[config.mk]
export PLATFORM = sky130hd
export DESIGN_NAME = iq_polar_disc
export DESIGN_NICKNAME = d
export VERILOG_FILES = /design/src/rtl/iqpd_pkg.sv /design/src/rtl/iqpd_prerot.sv /design/src/rtl/iqpd_cordic_stage.sv /design/src/rtl/iqpd_post.sv /design/src/rtl/iq_polar_disc.sv
export SDC_FILE = /design/constraint.sdc
export NUM_CORES = 2
export LEC_CHECK = 0
export ABC_AREA = 1
export CAP_MARGIN = 10
export CELL_PAD_IN_SITES_DETAIL_PLACEMENT = 1
export CELL_PAD_IN_SITES_GLOBAL_PLACEMENT = 1
export CORE_ASPECT_RATIO = 1.4
export CORE_MARGIN = 3
export CORE_UTILIZATION = 49
export DETAILED_ROUTE_END_ITERATION = 6
export GPL_ROUTABILITY_DRIVEN = 1
export HOLD_SLACK_MARGIN = 0.12
export PLACE_DENSITY = 0.85
export SYNTH_ARGS = -nofsm -noshare
export SYNTH_HDL_FRONTEND = slang
export SYNTH_SLANG_ARGS = --single-unit
[constraint.sdc]
create_clock -name clk -period 7.88 [get_ports clk]
set_clock_uncertainty 0.05 [all_clocks]
set_input_delay 1.576 -clock clk [delete_from_list [all_inputs] [get_ports clk]]
set_output_delay 1.576 -clock clk [all_outputs]
set_load 0.1 [all_outputs]
[src/rtl/iqpd_pkg.sv]
package iqpd_pkg;

    // internal angle resolution: 2**ANG_W units per turn
    localparam int ANG_W = 24;

    // arctan(2**-k) expressed in 2**-24 turns; zero beyond the table
    function automatic logic [ANG_W-1:0] atan_step(input int k);
        case (k)
            0:       return 24'd2097152;
            1:       return 24'd1238021;
            2:       return 24'd654136;
            3:       return 24'd332050;
            4:       return 24'd166669;
            5:       return 24'd83416;
            6:       return 24'd41718;
            7:       return 24'd20860;
            8:       return 24'd10430;
            9:       return 24'd5215;
            10:      return 24'd2608;
            11:      return 24'd1304;
            12:      return 24'd652;
            13:      return 24'd326;
            14:      return 24'd163;
            15:      return 24'd81;
            default: return '0;
        endcase
    endfunction

endpackage

[src/rtl/iqpd_prerot.sv]
module iqpd_prerot #(
    parameter int IN_W = 16,
    parameter int FRAC = 6,
    parameter int XW   = IN_W + FRAC + 3
) (
    input  logic                          clk,
    input  logic                          rst_n,
    input  logic signed [IN_W-1:0]        in_i,
    input  logic signed [IN_W-1:0]        in_q,
    output logic signed [XW-1:0]          x_o,
    output logic signed [XW-1:0]          y_o,
    output logic [iqpd_pkg::ANG_W-1:0]    z_o
);
    localparam int AW = iqpd_pkg::ANG_W;
    localparam logic [AW-1:0] HALF_TURN = {1'b1, {(AW-1){1'b0}}};

    logic signed [XW-1:0] xe, ye;

    always_comb begin
        xe = {{(XW-IN_W-FRAC){in_i[IN_W-1]}}, in_i, {FRAC{1'b0}}};
        ye = {{(XW-IN_W-FRAC){in_q[IN_W-1]}}, in_q, {FRAC{1'b0}}};
    end

    // left half plane: rotate by a half turn and preload the angle
    always_ff @(posedge clk or negedge rst_n) begin
        if (!rst_n) begin
            x_o <= '0;
            y_o <= '0;
            z_o <= '0;
        end else if (in_i[IN_W-1]) begin
            x_o <= -xe;
            y_o <= -ye;
            z_o <= HALF_TURN;
        end else begin
            x_o <= xe;
            y_o <= ye;
            z_o <= '0;
        end
    end
endmodule

[src/rtl/iqpd_cordic_stage.sv]
module iqpd_cordic_stage #(
    parameter int XW    = 25,
    parameter int SHIFT = 0
) (
    input  logic                          clk,
    input  logic                          rst_n,
    input  logic signed [XW-1:0]          x_i,
    input  logic signed [XW-1:0]          y_i,
    input  logic [iqpd_pkg::ANG_W-1:0]    z_i,
    output logic signed [XW-1:0]          x_o,
    output logic signed [XW-1:0]          y_o,
    output logic [iqpd_pkg::ANG_W-1:0]    z_o
);
    localparam logic [iqpd_pkg::ANG_W-1:0] STEP = iqpd_pkg::atan_step(SHIFT);

    always_ff @(posedge clk or negedge rst_n) begin
        if (!rst_n) begin
            x_o <= '0;
            y_o <= '0;
            z_o <= '0;
        end else if (!y_i[XW-1]) begin
            x_o <= x_i + (y_i >>> SHIFT);
            y_o <= y_i - (x_i >>> SHIFT);
            z_o <= z_i + STEP;
        end else begin
            x_o <= x_i - (y_i >>> SHIFT);
            y_o <= y_i + (x_i >>> SHIFT);
            z_o <= z_i - STEP;
        end
    end
endmodule

[src/rtl/iqpd_post.sv]
module iqpd_post #(
    parameter int XW    = 25,
    parameter int FRAC  = 6,
    parameter int MAG_W = 16,
    parameter int PH_W  = 16
) (
    input  logic                          clk,
    input  logic                          rst_n,
    input  logic                          g_vld,
    input  logic signed [XW-1:0]          x_i,
    input  logic signed [XW-1:0]          y_i,
    input  logic [iqpd_pkg::ANG_W-1:0]    z_i,
    output logic [MAG_W-1:0]              mag_o,
    output logic [PH_W-1:0]               ph_o,
    output logic [PH_W-1:0]               fr_o
);
    localparam int AW = iqpd_pkg::ANG_W;
    localparam int PW = XW + 16;
    localparam int SH = 16 + FRAC;
    localparam logic [15:0] K_INV = 16'd39797;   // 1/CORDIC gain, Q0.16

    typedef enum logic {DS_NOPREV, DS_PRIMED} ds_t;

    ds_t state_q, state_d;

    logic [PW-1:0]    prod, mag_full;
    logic [AW-1:0]    ph_full;
    logic [PH_W-1:0]  ph_rnd;
    logic [MAG_W-1:0] mag_sat;
    logic             is_zero;
    logic [MAG_W-1:0] mag_a;
    logic [PH_W-1:0]  ph_a;

    always_comb begin
        is_zero  = (x_i == '0) && (y_i == '0);
        prod     = {16'b0, x_i} * {{XW{1'b0}}, K_INV};
        mag_full = (prod + (PW'(1) << (SH-1))) >> SH;
        mag_sat  = (|(mag_full >> MAG_W)) ? '1 : MAG_W'(mag_full);
        ph_full  = z_i + (AW'(1) << (AW-PH_W-1));
        ph_rnd   = PH_W'(ph_full >> (AW-PH_W));
    end

    // gain correction and angle rounding
    always_ff @(posedge clk or negedge rst_n) begin
        if (!rst_n) begin
            mag_a <= '0;
            ph_a  <= '0;
        end else begin
            mag_a <= is_zero ? '0 : mag_sat;
            ph_a  <= is_zero ? '0 : ph_rnd;
        end
    end

    // state register
    always_ff @(posedge clk or negedge rst_n) begin
        if (!rst_n) state_q <= DS_NOPREV;
        else        state_q <= state_d;
    end

    always_comb begin
        state_d = state_q;
        unique case (state_q)
            DS_NOPREV: if (g_vld) state_d = DS_PRIMED;
            DS_PRIMED: state_d = DS_PRIMED;
        endcase
    end

    // outputs: ph_o doubles as the previous angle
    always_ff @(posedge clk or negedge rst_n) begin
        if (!rst_n) begin
            mag_o <= '0;
            ph_o  <= '0;
            fr_o  <= '0;
        end else if (g_vld) begin
            mag_o <= mag_a;
            ph_o  <= ph_a;
            unique case (state_q)
                DS_NOPREV: fr_o <= '0;
                DS_PRIMED: fr_o <= ph_a - ph_o;
            endcase
        end
    end
endmodule

[src/rtl/iq_polar_disc.sv]
module iq_polar_disc #(
    parameter int IN_W   = 16,
    parameter int OUT_W  = 16,
    parameter int STAGES = 16
) (
    input  logic                   clk,
    input  logic                   rst_n,
    input  logic                   in_valid,
    input  logic signed [IN_W-1:0] in_i,
    input  logic signed [IN_W-1:0] in_q,
    output logic                   out_valid,
    output logic [OUT_W-1:0]       out_mag,
    output logic [OUT_W-1:0]       out_phase,
    output logic [OUT_W-1:0]       out_freq
);
    localparam int FRAC = 6;
    localparam int XW   = IN_W + FRAC + 3;
    localparam int LAT  = STAGES + 3;
    localparam int AW   = iqpd_pkg::ANG_W;

    logic signed [XW-1:0] x_p [STAGES+1];
    logic signed [XW-1:0] y_p [STAGES+1];
    logic [AW-1:0]        z_p [STAGES+1];
    logic [LAT-1:0]       vld_sr;

    iqpd_prerot #(.IN_W(IN_W), .FRAC(FRAC), .XW(XW)) u_pre (
        .clk(clk), .rst_n(rst_n), .in_i(in_i), .in_q(in_q),
        .x_o(x_p[0]), .y_o(y_p[0]), .z_o(z_p[0])
    );

    for (genvar s = 0; s < STAGES; s++) begin : g_stage
        iqpd_cordic_stage #(.XW(XW), .SHIFT(s)) u_stg (
            .clk(clk), .rst_n(rst_n),
            .x_i(x_p[s]),   .y_i(y_p[s]),   .z_i(z_p[s]),
            .x_o(x_p[s+1]), .y_o(y_p[s+1]), .z_o(z_p[s+1])
        );
    end

    always_ff @(posedge clk or negedge rst_n) begin
        if (!rst_n) vld_sr <= '0;
        else        vld_sr <= {vld_sr[LAT-2:0], in_valid};
    end

    iqpd_post #(.XW(XW), .FRAC(FRAC), .MAG_W(OUT_W), .PH_W(OUT_W)) u_post (
        .clk(clk), .rst_n(rst_n), .g_vld(vld_sr[LAT-2]),
        .x_i(x_p[STAGES]), .y_i(y_p[STAGES]), .z_i(z_p[STAGES]),
        .mag_o(out_mag), .ph_o(out_phase), .fr_o(out_freq)
    );

    assign out_valid = vld_sr[LAT-1];
endmodule

==> metrics.csv <==
metric,value,unit
status,completed,
Post-synth EDFFs,0,
crit start category,flop,
slew margin rel.,0.246,
Post-CTS Hold Buffers,0,
WS Path Type,reg -> reg,
final hold viol count,0,
Worst EP required,8.50,ns
critical path arrival,7.31,ns
post-synth top area share,0.294,
post-route cell area,115000,um2
Post-DRT Antenna Nets,0,
worst path buffer plus inverter count,5,
CTS resizes,0,
Tot GR Track Use,0.329,
critical path depth,23,
Synth Flop Type,dfrtp_1,
H-tree lvl count,4,
flip-flop and latch count after synthesis,1244,
synth top area cells,"dfrtp_1, ha_1, nand2_1, xor2_1, inv_1",
crit-path max cell delay,0.57,ns
"Seq/Total Area, Yosys",0.294,
synth-to-layout area growth,8.90,%
maxcap violations,0,
Starting Density,0.494,
Port-buffer cells,83,
drc violations,0,
Netlist cell types,71,
Hold Crit Class,reg -> reg,
RSZ-0062 raised after global routing,no,
clk buf depth,4,
Die Ht,556,um
Placed Area,110000,um2
Setup TNS Final,0,ns
YS warnings,0,
core area,215000,um2
r2r worst-path depth,23,
initial antenna violation count,4,
CTS tree,built,
DP HPWL,305,mm
"Clk pin slew, worst setup/hold paths",0.06,ns
root buffer cell,clkbuf_16,
gr ovfl total,0,
actual transition at the worst max-transition pin,1.13,ns
clk_lat worst skew,0.83,ns
share of post-route cells with drive strength above 1,0.0287,
via-per-instance ratio,5.71,
clk sinks,1244,
CTS Buf Count,148,
# setup viols final,0,
I/O pin count,84,
FMAX,0.150,GHz
Final min period,6.69,ns
Async SR Flop Fraction,1.00,
die area,222000,um2
period utilization,0.849,
syn avg cell area,7.82,um2
Final nets,15200,
Slew Limit Fails,0,
DR pass1 iterations,5,
Post-Syn Instances,13600,
GPL Wtd Cong,0.977,
vias in the first global route,106000,
mapped cell area,106000,um2
Post-CTS Setup Bufs,0,
slowest cell on the critical path,dfrtp_1,
hold depth,0,
Worst path most repeated cell,fa_1,
First DRT Iteration DRCs,4169,
Crit. End Element,flop,
largest net degree at the start of global routing,154,
"CP delay by family, top",adder cells,
via count,95100,
final WL,368,mm
"most common cell after layout, fill and taps aside",nand2_1,
routed len/inst,22.1,um
"commonest cells after routing, fill and taps aside","nand2_1, inv_1, ha_1",
die width,399,um
first-pass GRT wire length,579,mm
crit-path cells,inv_1 -> fa_1 -> fa_1 -> inv_1 -> fa_1 -> fa_1 -> fa_1 -> inv_1 -> fa_1 -> inv_1 -> ha_1 -> a21oi_1 -> o21ai_0 -> a21oi_1 -> nand2_2 -> nand2_2 -> nand2_1 -> nand2_2 -> nand2_2 -> nor2_4 -> nand3_1 -> nand2_1 -> inv_1,
Synth area leader,dfrtp_1,
CP Max Fanout,15,
FP Rows,201,
==> registers in the layout, indices dropped and copies added (netlist names) <==
signal,count
u_post.fr_o,16
u_post.mag_o,16
g_stage.u_stg.z_o,337
g_stage.u_stg.y_o,382
u_post.state_q,1
u_pre.z_o,1
g_stage.u_stg.x_o,386
u_post.ph_o,16
u_post.mag_a,16
u_pre.y_o,19
u_post.ph_a,16
vld_sr,19
u_pre.x_o,19
==> cell usage after synthesis (27+ instances only) <==
library cell and n:
a211oi_1 27, a21boi_0 46, a21o_1 95, a21oi_1 1225, a31oi_1 139, clkbuf_1 86
dfrtp_1 1244, fa_1 215, ha_1 1254, inv_1 1783, nand2_1 2492, nand3_1 552
nand4_1 160, nor2_1 1242, nor3_1 243, nor4_1 120, o21a_1 50, o21ai_0 694
o21ai_1 35, o21bai_1 114, o31ai_1 36, xnor2_1 491, xor2_1 944
==> layer usage <==
layer | vias up | share of wire | GRT usage
li1 | 45100 | - | -
met1 | 46900 | 0.36 | 0.336
met2 | 2003 | 0.53 | 0.625
met3 | 1158 | 0.030 | 0.0333
met4 | 2 | 0.079 | 0.220
met5 | - | 0.000035 | 0
==> cells by family (layout without fill, tap and decap cells) <==
family          count (synthesis)  count (layout)  synth area share
flops                        1244            1244             0.294
mux                             2               2          0.000189
simple gates                 4932            4932             0.195
other cells                     2               6         0.0000709
xor+xnor                     1436            1436             0.119
fa+ha+maj                    1469            1469             0.189
compound gates               2555            2555             0.134
buf+inv                      1914            2186            0.0685
==> final cells by class <==
| class | count | area, um2 |
|---|---|---|
| timing repair buffer | 130 | 1280 |
| tap | 2842 | 3560 |
| clock buffer | 184 | 4110 |
| sequential | 1244 | 31100 |
| antenna | 2 | 5.00 |
| multi-input combinational | 10400 | 67600 |
| fill | 26700 | 99200 |
| inverter | 1803 | 6770 |
| clock inverter | 69 | 951 |
==> metrics by stage <==
stage	hold WS [ns]	instances	utilization	setup WS, ns
final	0.298	16700	0.538	1.19
after global routing	0.303	16700	0.538	0.824
after CTS	0.299	16700	0.538	1.13
after detailed placement	0.286	16400	0.514	1.16
after global placement	0.282	16400	0.514	1.20
after floorplan	0.281	13600	-	2.37
==> worst paths after layout <==
check                                     startpoint                         to  slack, ns
min                                       vld_sr[16]                 vld_sr[17]       0.30
max reg2reg                g_stage[15].u_stg.x_o[13]            u_post.mag_a[2]       1.19
max in group asynchronous                      rst_n  g_stage[11].u_stg.x_o[19]       5.11
max                        g_stage[15].u_stg.x_o[13]            u_post.mag_a[2]       1.19
min reg2reg                               vld_sr[16]                 vld_sr[17]       0.30
min in group asynchronous                      rst_n             u_post.fr_o[8]       0.72
==> worst reg2reg max path, stage by stage, from the launching register on <==
cell and delay, ns:
dfrtp_1 0.57, inv_1 0.28, fa_1 0.56, fa_1 0.51, inv_1 0.05, fa_1 0.55, fa_1 0.47, fa_1 0.56
inv_1 0.06, fa_1 0.56, inv_1 0.05, ha_1 0.33, a21oi_1 0.27, o21ai_0 0.22, a21oi_1 0.20, nand2_2 0.13
nand2_2 0.12, nand2_1 0.08, nand2_2 0.07, nand2_2 0.06, nor2_4 0.47, nand3_1 0.14, nand2_1 0.10, inv_1 0.07
Power is not shown: default switching activity piles up to over one toggle a cycle in this logic, so the estimate is an artifact.
